$ cat src/rtl/gdc_pkg.sv
package gdc_pkg;

  typedef enum logic [1:0] {
    ADDR_ENABLE = 2'd0,
    ADDR_DELAY  = 2'd1,
    ADDR_MASK   = 2'd2,
    ADDR_CLEAR  = 2'd3
  } cfg_addr_e;

  // Edge propagation time in ns for a driver side, edge direction and setting
  function automatic int edge_ns(input logic high_side, input logic rising,
                                 input logic [1:0] sel);
    int ns;
    ns = 0;
    case ({high_side, rising})
      2'b01: case (sel) 2'd0: ns = 130; 2'd1: ns = 170; 2'd2: ns = 230; default: ns = 360; endcase
      2'b00: case (sel) 2'd0: ns = 140; 2'd1: ns = 180; 2'd2: ns = 250; default: ns = 380; endcase
      2'b11: case (sel) 2'd0: ns = 160; 2'd1: ns = 200; 2'd2: ns = 260; default: ns = 380; endcase
      default: case (sel) 2'd0: ns = 140; 2'd1: ns = 180; 2'd2: ns = 240; default: ns = 370; endcase
    endcase
    return ns;
  endfunction

  function automatic int ns_to_cycles(input int ns, input int clk_ns);
    return (ns + clk_ns - 1) / clk_ns;
  endfunction

  function automatic int max_cycles(input int clk_ns);
    int m;
    m = 1;
    for (int hs = 0; hs < 2; hs++)
      for (int r = 0; r < 2; r++)
        for (int s = 0; s < 4; s++) begin
          int c;
          c = ns_to_cycles(edge_ns(hs[0], r[0], s[1:0]), clk_ns);
          if (c > m) m = c;
        end
    return m;
  endfunction

endpackage

$ cat src/rtl/gdc_regs.sv
module gdc_regs (
  input  logic       clk,
  input  logic       rst_n,
  input  logic       cfg_we,
  input  logic [1:0] cfg_addr,
  input  logic [1:0] cfg_wdata,
  input  logic       prot_evt,
  output logic [1:0] sel_q,
  output logic       kill_lo,
  output logic       kill_hi
);
  import gdc_pkg::*;

  logic       en_q;
  logic [1:0] mask_q;
  logic       flt_q;
  logic       clr_req;

  assign clr_req = cfg_we && (cfg_addr == ADDR_CLEAR) && cfg_wdata[0];

  always_ff @(posedge clk) begin
    if (!rst_n) begin
      en_q   <= 1'b0;
      sel_q  <= 2'd0;
      mask_q <= 2'b00;
    end else if (cfg_we) begin
      case (cfg_addr)
        ADDR_ENABLE: en_q   <= cfg_wdata[0];
        ADDR_DELAY:  sel_q  <= cfg_wdata;
        ADDR_MASK:   mask_q <= cfg_wdata;
        default:     ;
      endcase
    end
  end

  // Sticky fault: an event wins over a clear in the same cycle
  always_ff @(posedge clk) begin
    if (!rst_n)        flt_q <= 1'b0;
    else if (prot_evt) flt_q <= 1'b1;
    else if (clr_req)  flt_q <= 1'b0;
  end

  assign kill_lo = !en_q || (flt_q && mask_q[0]);
  assign kill_hi = !en_q || (flt_q && mask_q[1]);

  AST_FAULT_STICKY: assert property (@(posedge clk) disable iff (!rst_n)
    (flt_q && !clr_req) |=> flt_q);
  AST_EVT_LATCH: assert property (@(posedge clk) disable iff (!rst_n)
    prot_evt |=> flt_q);
  AST_LO_FORCED: assert property (@(posedge clk) disable iff (!rst_n)
    (prot_evt && mask_q[0] && !(cfg_we && cfg_addr == ADDR_MASK)) |=> kill_lo);
  AST_HI_FORCED: assert property (@(posedge clk) disable iff (!rst_n)
    (prot_evt && mask_q[1] && !(cfg_we && cfg_addr == ADDR_MASK)) |=> kill_hi);

endmodule

$ cat src/rtl/gdc_edge_filter.sv
module gdc_edge_filter #(
  parameter int CLK_NS    = 5,
  parameter bit HIGH_SIDE = 1'b0,
  parameter int CW        = 7
) (
  input  logic       clk,
  input  logic       rst_n,
  input  logic       kill,
  input  logic [1:0] sel,
  input  logic       pwm_i,
  output logic       drv_o
);
  import gdc_pkg::*;

  logic          lvl_q;
  logic [CW-1:0] cnt_q;
  logic [CW-1:0] lim_q;
  logic [CW-1:0] fresh_lim;
  logic [CW-1:0] lim_use;

  // Delay for an edge toward the current input level, from the live setting
  always_comb begin
    fresh_lim = CW'(ns_to_cycles(edge_ns(HIGH_SIDE, pwm_i, sel), CLK_NS));
  end

  // The live setting is used only on the first timed cycle, then held
  assign lim_use = (cnt_q == '0) ? fresh_lim : lim_q;

  always_ff @(posedge clk) begin
    if (!rst_n) begin
      lvl_q <= 1'b0;
      cnt_q <= '0;
      lim_q <= '0;
    end else if (kill) begin
      lvl_q <= 1'b0;
      cnt_q <= '0;
    end else if (pwm_i == lvl_q) begin
      cnt_q <= '0;
    end else begin
      if (cnt_q == '0) lim_q <= fresh_lim;
      if (cnt_q == lim_use - 1'b1) begin
        lvl_q <= pwm_i;
        cnt_q <= '0;
      end else begin
        cnt_q <= cnt_q + 1'b1;
      end
    end
  end

  assign drv_o = lvl_q && !kill;

  AST_RISE_FOLLOWS_INPUT: assert property (@(posedge clk) disable iff (!rst_n)
    $rose(lvl_q) |-> $past(pwm_i));
  AST_FALL_FOLLOWS_INPUT: assert property (@(posedge clk) disable iff (!rst_n)
    $fell(lvl_q) |-> ($past(!pwm_i) || $past(kill)));
  AST_CNT_BELOW_LIM: assert property (@(posedge clk) disable iff (!rst_n)
    (cnt_q != '0) |-> (cnt_q < lim_q));

endmodule

$ cat src/rtl/gate_drive_ctrl.sv
module gate_drive_ctrl #(
  parameter int CLK_NS = 5,
  parameter int NUM_LO = 3,
  parameter int NUM_HI = 3
) (
  input  logic                     clk,
  input  logic                     rst_n,
  input  logic                     cfg_we,
  input  logic [1:0]               cfg_addr,
  input  logic [1:0]               cfg_wdata,
  input  logic                     prot_evt,
  input  logic [NUM_LO+NUM_HI-1:0] pwm_in,
  output logic [NUM_LO-1:0]        drv_lo,
  output logic [NUM_HI-1:0]        drv_hi
);
  import gdc_pkg::*;

  localparam int MAX_CYC = max_cycles(CLK_NS);
  localparam int CW      = $clog2(MAX_CYC + 1);

  logic [1:0] sel_q;
  logic       kill_lo;
  logic       kill_hi;

  gdc_regs u_regs (
    .clk       (clk),
    .rst_n     (rst_n),
    .cfg_we    (cfg_we),
    .cfg_addr  (cfg_addr),
    .cfg_wdata (cfg_wdata),
    .prot_evt  (prot_evt),
    .sel_q     (sel_q),
    .kill_lo   (kill_lo),
    .kill_hi   (kill_hi)
  );

  for (genvar i = 0; i < NUM_LO; i++) begin : g_lo
    gdc_edge_filter #(.CLK_NS(CLK_NS), .HIGH_SIDE(1'b0), .CW(CW)) u_filt (
      .clk   (clk),
      .rst_n (rst_n),
      .kill  (kill_lo),
      .sel   (sel_q),
      .pwm_i (pwm_in[i]),
      .drv_o (drv_lo[i])
    );
  end

  for (genvar j = 0; j < NUM_HI; j++) begin : g_hi
    gdc_edge_filter #(.CLK_NS(CLK_NS), .HIGH_SIDE(1'b1), .CW(CW)) u_filt (
      .clk   (clk),
      .rst_n (rst_n),
      .kill  (kill_hi),
      .sel   (sel_q),
      .pwm_i (pwm_in[NUM_LO+j]),
      .drv_o (drv_hi[j])
    );
  end

  AST_DISABLE_FAST: assert property (@(posedge clk) disable iff (!rst_n)
    (cfg_we && cfg_addr == ADDR_ENABLE && !cfg_wdata[0]) |=> (drv_lo == '0 && drv_hi == '0));
  AST_NO_INSTANT_RISE: assert property (@(posedge clk) disable iff (!rst_n)
    $rose(drv_lo[0]) |-> $past(pwm_in[0]));

endmodule

$ cat config.mk
export PLATFORM = sky130hd
export DESIGN_NAME = gate_drive_ctrl
export DESIGN_NICKNAME = d
export VERILOG_FILES = /design/src/rtl/gdc_pkg.sv /design/src/rtl/gdc_regs.sv /design/src/rtl/gdc_edge_filter.sv /design/src/rtl/gate_drive_ctrl.sv
export SDC_FILE = /design/constraint.sdc
export NUM_CORES = 1
export LEC_CHECK = 0
export CAP_MARGIN = 10
export CORE_MARGIN = 4
export CORE_UTILIZATION = 50
export DETAILED_ROUTE_END_ITERATION = 16
export PLACE_DENSITY = 0.63
export RECOVER_POWER = 100
export SLEW_MARGIN = 20
export SYNTH_ARGS = -nofsm -noshare
export SYNTH_HDL_FRONTEND = slang
export SYNTH_HIERARCHICAL = 1
export SYNTH_SLANG_ARGS = --single-unit
$ cat constraint.sdc
create_clock -name clk -period 24.8 [get_ports clk]
set_input_delay 4.96 -clock clk [delete_from_list [all_inputs] [get_ports clk]]
set_output_delay 4.96 -clock clk [all_outputs]
set_load 0.01 [all_outputs]
**Yosys cells after proc, flatten, opt, wreduce, memory -nomap -nowiden**

Index checks and enable logic that the tools add are counted.

- Register bits after elaboration: 96
- Bits of input ports: 14
- Word-level logic and storage cells: 146
- Output and inout port bits: 6

- Bitwise gates (word level): 12
- Reduce and logical (&&, ||, !) cells: 47
- $add $sub $neg: 24
- Multiplexer cells: 18
- Equality and inequality tests: 17
- Divide/modulo/power cells: 6

Operators with widths:

| operator | count |
|---|---|
| 32-bit by 4-bit divider with 32-bit output (second input constant) | 6 |
| 32-bit one-hot mux with 2 select lines | 3 |
| 32-bit by 2-bit subtractor with 32-bit output (second input constant) | 6 |
| 32-bit by 4-bit adder with 32-bit output (second input constant) | 5 |
| 9-bit one-hot mux with 3 select lines | 4 |
| 32-bit 2-to-1 mux | 2 |
| 7-bit by 1-bit adder with 7-bit output (second input constant) | 6 |
| 7-bit equality test | 6 |
| 7-bit zero test | 6 |
| 7-bit 2-to-1 mux | 6 |
| 7-bit by 1-bit subtractor with 7-bit output (second input constant) | 6 |
| 2-bit AND reduction | 15 |
| 4-bit OR reduction | 6 |
| 1-bit NOT | 12 |
| 9-bit by 3-bit adder with 10-bit output (second input constant) | 1 |
| 1-bit logical AND | 10 |
| 9-bit 2-to-1 mux | 1 |
| 1-bit equality test | 6 |
| 2-bit equality test (second input constant) | 3 |
| 2-bit by 1-bit equality test with 1-bit output (second input constant) | 2 |
| 2-bit zero test | 2 |
| 2-bit OR reduction | 2 |
| 1-bit zero test | 3 |
| 1-bit logical OR | 2 |
| 2 further kinds | 3 |

**Logic depth before layout (Yosys ltp)**

- Word-level depth: 10
- Gate-level depth with buffers: 41
- Depth with buffers taken out: 37

**By module**

Netlist, hierarchy kept.

Modules (own cells, without submodules):

| module | sequential area each (sq um) | cells an instance | times used | area each (sq um) |
|---|---|---|---|---|
| gdc_edge_filter (g_hi[0].u_filt ...) | 300.3 | 411 | 3 | 3,026.7 |
| gdc_edge_filter (g_lo[0].u_filt ...) | 300.3 | 359 | 2 | 2,751.4 |
| gdc_edge_filter (g_lo[2].u_filt) | 300.3 | 386 | 1 | 2,952.8 |
| gdc_regs | 120.1 | 29 | 1 | 264.0 |

**Worst setup path before layout**

No wires, ideal clock.

- Path type: input port to flip-flop
- From: input pwm_in[3]
- To: register g_hi[0].u_filt.cnt_q[2]
- Slack: 12.537 ns
- Arrival time: 12.146 ns
- Stages on the path: 40
- Buffers on the path: 5
- Library setup time: 0.117 ns
- Path through: buf_6 -> buf_2 -> o21ai_0 -> o21a_1 -> clkbuf_1 -> inv_2 -> ha_1 -> buf_2 -> a21bo_2 -> a221oi_2 -> xor2_1 -> nand2_1 -> o211ai_1 -> nand4_1 -> nor2_1 -> buf_2 -> mux2_2 -> o31ai_2 -> (+4 left out) -> nor2_1 -> o21ai_0 -> a211o_1 -> a21oi_1 -> nor2b_1 -> mux2_2 -> a22oi_1 -> inv_1 -> ha_1 -> nand2_1 -> a2bb2oi_1 -> nor2_1 -> a211oi_1 -> nand2_1 -> mux2i_1 -> nand4_2 -> nand4_4 -> nor2_2

- Word-level cells in the longest chain between the ends: 8
- Elaborated cells on any way between the ends: 9
- Classes of those cells: add/sub (3); div (1); eq/ne (2); mux (2); reduce/logical (1)

RTL lines:

| item | line | text |
|---|---|---|
| start, declared | gate_drive_ctrl.sv:12 | `input logic [NUM_LO+NUM_HI-1:0] pwm_in,` |
| 32-bit 2-to-1 mux | gdc_pkg.sv:15 | `case ({high_side, rising})` |
| 32-bit by 4-bit adder with 32-bit output | gdc_pkg.sv:25 | `return (ns + clk_ns - 1) / clk_ns;` |
| 32-bit by 2-bit subtractor with 32-bit output | gdc_pkg.sv:25 |  |
| 32-bit by 4-bit divider with 32-bit output | gdc_pkg.sv:25 |  |
| 7-bit 2-to-1 mux | gdc_edge_filter.sv:27 | `assign lim_use = (cnt_q == '0) ? fresh_lim : lim_q;` |
| 7-bit by 1-bit subtractor with 7-bit output | gdc_edge_filter.sv:41 | `if (cnt_q == lim_use - 1'b1) begin` |
| 7-bit equality test | gdc_edge_filter.sv:41 |  |
| 4-bit OR reduction (no line) (*) | -- |  |
| end signal, assigned | gdc_edge_filter.sv:45 | `cnt_q <= cnt_q + 1'b1;` |
| end, declared | gdc_edge_filter.sv:16 | `logic [CW-1:0] cnt_q;` |

Mark *: on every way between the ends. The rest lies on a longest branch, timed or not.
A chain may end at the register's enable or synchronous reset.

**Worst setup path after layout**

- From: input pwm_in[5]
- To: register g_hi[2].u_filt.cnt_q[5]

- Word-level cells in the longest chain between the ends: 8
- Elaborated cells on any way between the ends: 9
- Classes of those cells: add/sub (3); div (1); eq/ne (2); mux (2); reduce/logical (1)

RTL lines:

| item | line |
|---|---|
| 9-bit 2-to-1 mux | gdc_pkg.sv:15 |
| 9-bit by 3-bit adder with 10-bit output | gdc_pkg.sv:25 |
| 32-bit by 2-bit subtractor with 32-bit output | gdc_pkg.sv:25 |
| 32-bit by 4-bit divider with 32-bit output | gdc_pkg.sv:25 |
| 7-bit 2-to-1 mux | -- |
| 7-bit by 1-bit subtractor with 7-bit output | gdc_edge_filter.sv:41 |
| 7-bit equality test | gdc_edge_filter.sv:41 |
| 4-bit OR reduction (no line) (*) | -- |
| end signal, assigned | gdc_edge_filter.sv:45 |
| end, declared | gdc_edge_filter.sv:16 |

Marks and branches as above.

==> results.json <==
{
  "ys_types": 132,
  "design_area_sq_mm": 0.0181,
  "clock-root-buffer": "clkbuf_16",
  "num-nets-final": 2408,
  "status": "complete, but fails checks",
  "setup-tns-final_ns": 0,
  "gp_congestion": 0.933,
  "grt_pass1_wl_mm": 82.7,
  "drtAntennaViolNets": 0,
  "grt_max_degree": 59,
  "r2r_cells": 37,
  "finalPower_uw": 803,
  "synth_most_common_cell": "nand2_1",
  "via_per_inst": 6.53,
  "worstSkewPairLatency_ns": 0.36,
  "worstPathArrival_ns": 15.92,
  "cts_tree": "done",
  "maxCapViolations": 4,
  "hp-class": "reg2reg",
  "syn_to_final_growth_pct": 1.84,
  "startpoint_type": "primary input",
  "hold_viol": 0,
  "die_w_um": 197,
  "grt_pass1_vias": 16600,
  "pin_count": 20,
  "slew_headroom": -0.692,
  "hold_buffers": 0,
  "r2r_end": "g_hi[1].u_filt/cnt_q[6]",
  "whs_path_depth": 2,
  "die_h_um": 197,
  "synth_ff_type": "dfxtp_1",
  "track_usage": 0.246,
  "synth_top_area_frac": 0.108,
  "dp_hpwl_mm": 37.7,
  "clk_pin_slew_ns": 0.07,
  "setup_viol": 0,
  "cts-resized-gates": 0,
  "ys_seq_elements": 96,
  "place_inst": 2739,
  "async_flop_share": 0,
  "min_to": "u_regs/mask_q[1]",
  "initial_core_util": 0.512,
  "post-route-min-period_ns": 15.69,
  "crit_path_end_kind": "flip-flop",
  "cts_buffers": 9,
  "routedWlPerCell_um": 18.2,
  "peakVddDrop_uv": 32.5,
  "grt_overflow": 0,
  "drive_gt1_frac": 0.0961,
  "vias": 18000,
  "reg2reg_from": "u_regs/sel_q[0]",
  "htreeDepth": 3,
  "max_slew.worst_pin.slew_ns": 2.54,
  "ys_seq_area_frac": 0.108,
  "p_per_area_mw_per_mm2": 44.3,
  "fin_cells": 2755,
  "clock_skew_ns": 0.00795,
  "min-delay-start": "u_regs/mask_q[1]",
  "synth-edff-count": 0,
  "required_ns": 25.03,
  "syn_area_per_cell_sq_um": 7.52,
  "rsz0062_at_grt": "no",
  "core_sq_mm": 0.0348,
  "rrSetupSlack_ns": 13.27,
  "crit_path_max_fanout": 15,
  "netlist_top_cells_area": "dfxtp_1 (11%), ha_1 (7.0%), xnor2_1 (4.7%)",
  "cts_max_path_buffers": 2,
  "yosys-top-cells-count": "nand2_1 (223), nor2_1 (188), o21ai_0 (133)",
  "yosys_warnings": 6,
  "finalCritPeriodShare": 0.633,
  "clock_sinks": 96,
  "drtIter0Drc": 1542,
  "slowest_stage": "nor3_1",
  "cts_setup_buffers": 0,
  "dieArea_sq_mm": 0.0387,
  "critPathKind": "in2reg",
  "diodes": 0,
  "yosys.area.top_type": "dfxtp_1",
  "maxSlewViolCount": 93,
  "syn_inst": 2366,
  "routed_wl_mm": 50.0,
  "max_clock_freq_mhz": 63.7,
  "leakage_uw": 0.00645,
  "port_buffers": 19,
  "rows": 68,
  "first_pass_iters": 6,
  "slowest_delay_ns": 1.16,
  "violations": "capacitance limit, slew limit",
  "syn-num-nets": 2479,
  "postPlaceCellArea_sq_mm": 0.0181,
  "drc": 0,
  "antenna_found_initial": 0,
  "syn_area_sq_mm": 0.0178
}
==> report_power, final <==
group          switching (uW)  internal (uW)  total [uW]
Sequential               1.94            156         158
Clock                    68.6           75.5         144
Combinational             315            186         501
==> flip-flops by register name, summed over array words and instances (netlist names) <==
register and cells:
g_hi.u_filt/lim_q 21, u_regs/mask_q 2, g_hi.u_filt/cnt_q 21, g_lo.u_filt/cnt_q 21, g_lo.u_filt/lvl_q 3, g_lo.u_filt/lim_q 21, u_regs/sel_q 2, u_regs/flt_q 1
u_regs/en_q 1, g_hi.u_filt/lvl_q 3
==> cells by family after synthesis <==
kind of cell / synth area share
AND/OR/NAND/NOR: 0.306
multiplexers: 0.0512
flip-flops: 0.108
buffers and inverters: 0.0512
AO/OA/AOI/OAI: 0.327
adder cells (fa/ha/maj): 0.0715
XOR/XNOR: 0.0857
==> worst max path at each step <==
| stage | from | endpoint | slack, ns | depth (start not counted) |
|---|---|---|---|---|
| floorplan | pwm_in[3] | g_hi[0].u_filt/cnt_q[2] | 12.54 | 40 |
| global placement | pwm_in[5] | g_hi[2].u_filt/cnt_q[4] | 10.49 | 36 |
| detailed placement | pwm_in[5] | g_hi[2].u_filt/cnt_q[5] | 10.16 | 36 |
| CTS | pwm_in[5] | g_hi[2].u_filt/cnt_q[5] | 10.47 | 36 |
| global route | pwm_in[4] | g_hi[1].u_filt/cnt_q[4] | 8.18 | 36 |
| finish | pwm_in[5] | g_hi[2].u_filt/cnt_q[5] | 9.11 | 36 |
==> layout make-up <==
type	instances	area (sq um)
Clock buffer	11	253
Clock inverter	5	45.0
Fill cell	3445	16700
Inverter	91	342
Multi-Input combinational cell	2069	14700
Sequential cell	96	1920
Tap cell	455	569
Timing Repair Buffer	28	249
==> per-stage QoR <==
stage                      util  setup WS (ns)  hold WS (ns)
after floorplan               -          12.54         0.438
after global placement    0.519          10.49         0.451
after detailed placement  0.519          10.16         0.458
after CTS                 0.527          10.47         0.468
after global routing      0.521           8.18         0.502
final                     0.521           9.11         0.463
==> metal layers <==
layer,share of wire,global-route usage
met5,0,0
met4,0.019,0.0611
met3,0.053,0.0260
met2,0.47,0.410
met1,0.46,0.342
==> cells in the final DEF (no fill, tap or decap), drive strengths merged, types with 12 or more instances in the layout <==
master,n
dlygate4sd3,12
a21oi,137
nor2,212
mux2,22
dfxtp,96
clkbuf,12
nand3b,13
mux2i,59
nand2,226
o31ai,38
and2,37
o31a,30
o2111ai,13
or3,21
o21ai,168
or4,21
a221oi,17
o211ai,38
nor2b,50
a31o,12
xnor3,12
nand2b,39
a211oi,54
ha,99
nand4,37
a21o,16
xnor2,96
inv,95
or2,28
nand3,106
a21boi,16
nor3,71
a2111oi,19
and3,15
o211a,16
xor2,41
nor4,40
a31oi,50
o21a,20
==> critical path, delay by kind of cell <==
kind                       cells  cell delay [ns]
AOI/OAI and AO/OA             15             4.51
adders and majority gates      3             0.84
muxes                          2             0.60
xor gates and xnor gates       2             0.67
buffers and inverters          3             1.48
and+or+nand+nor               11             2.84
(Power assumes the default switching activity.)
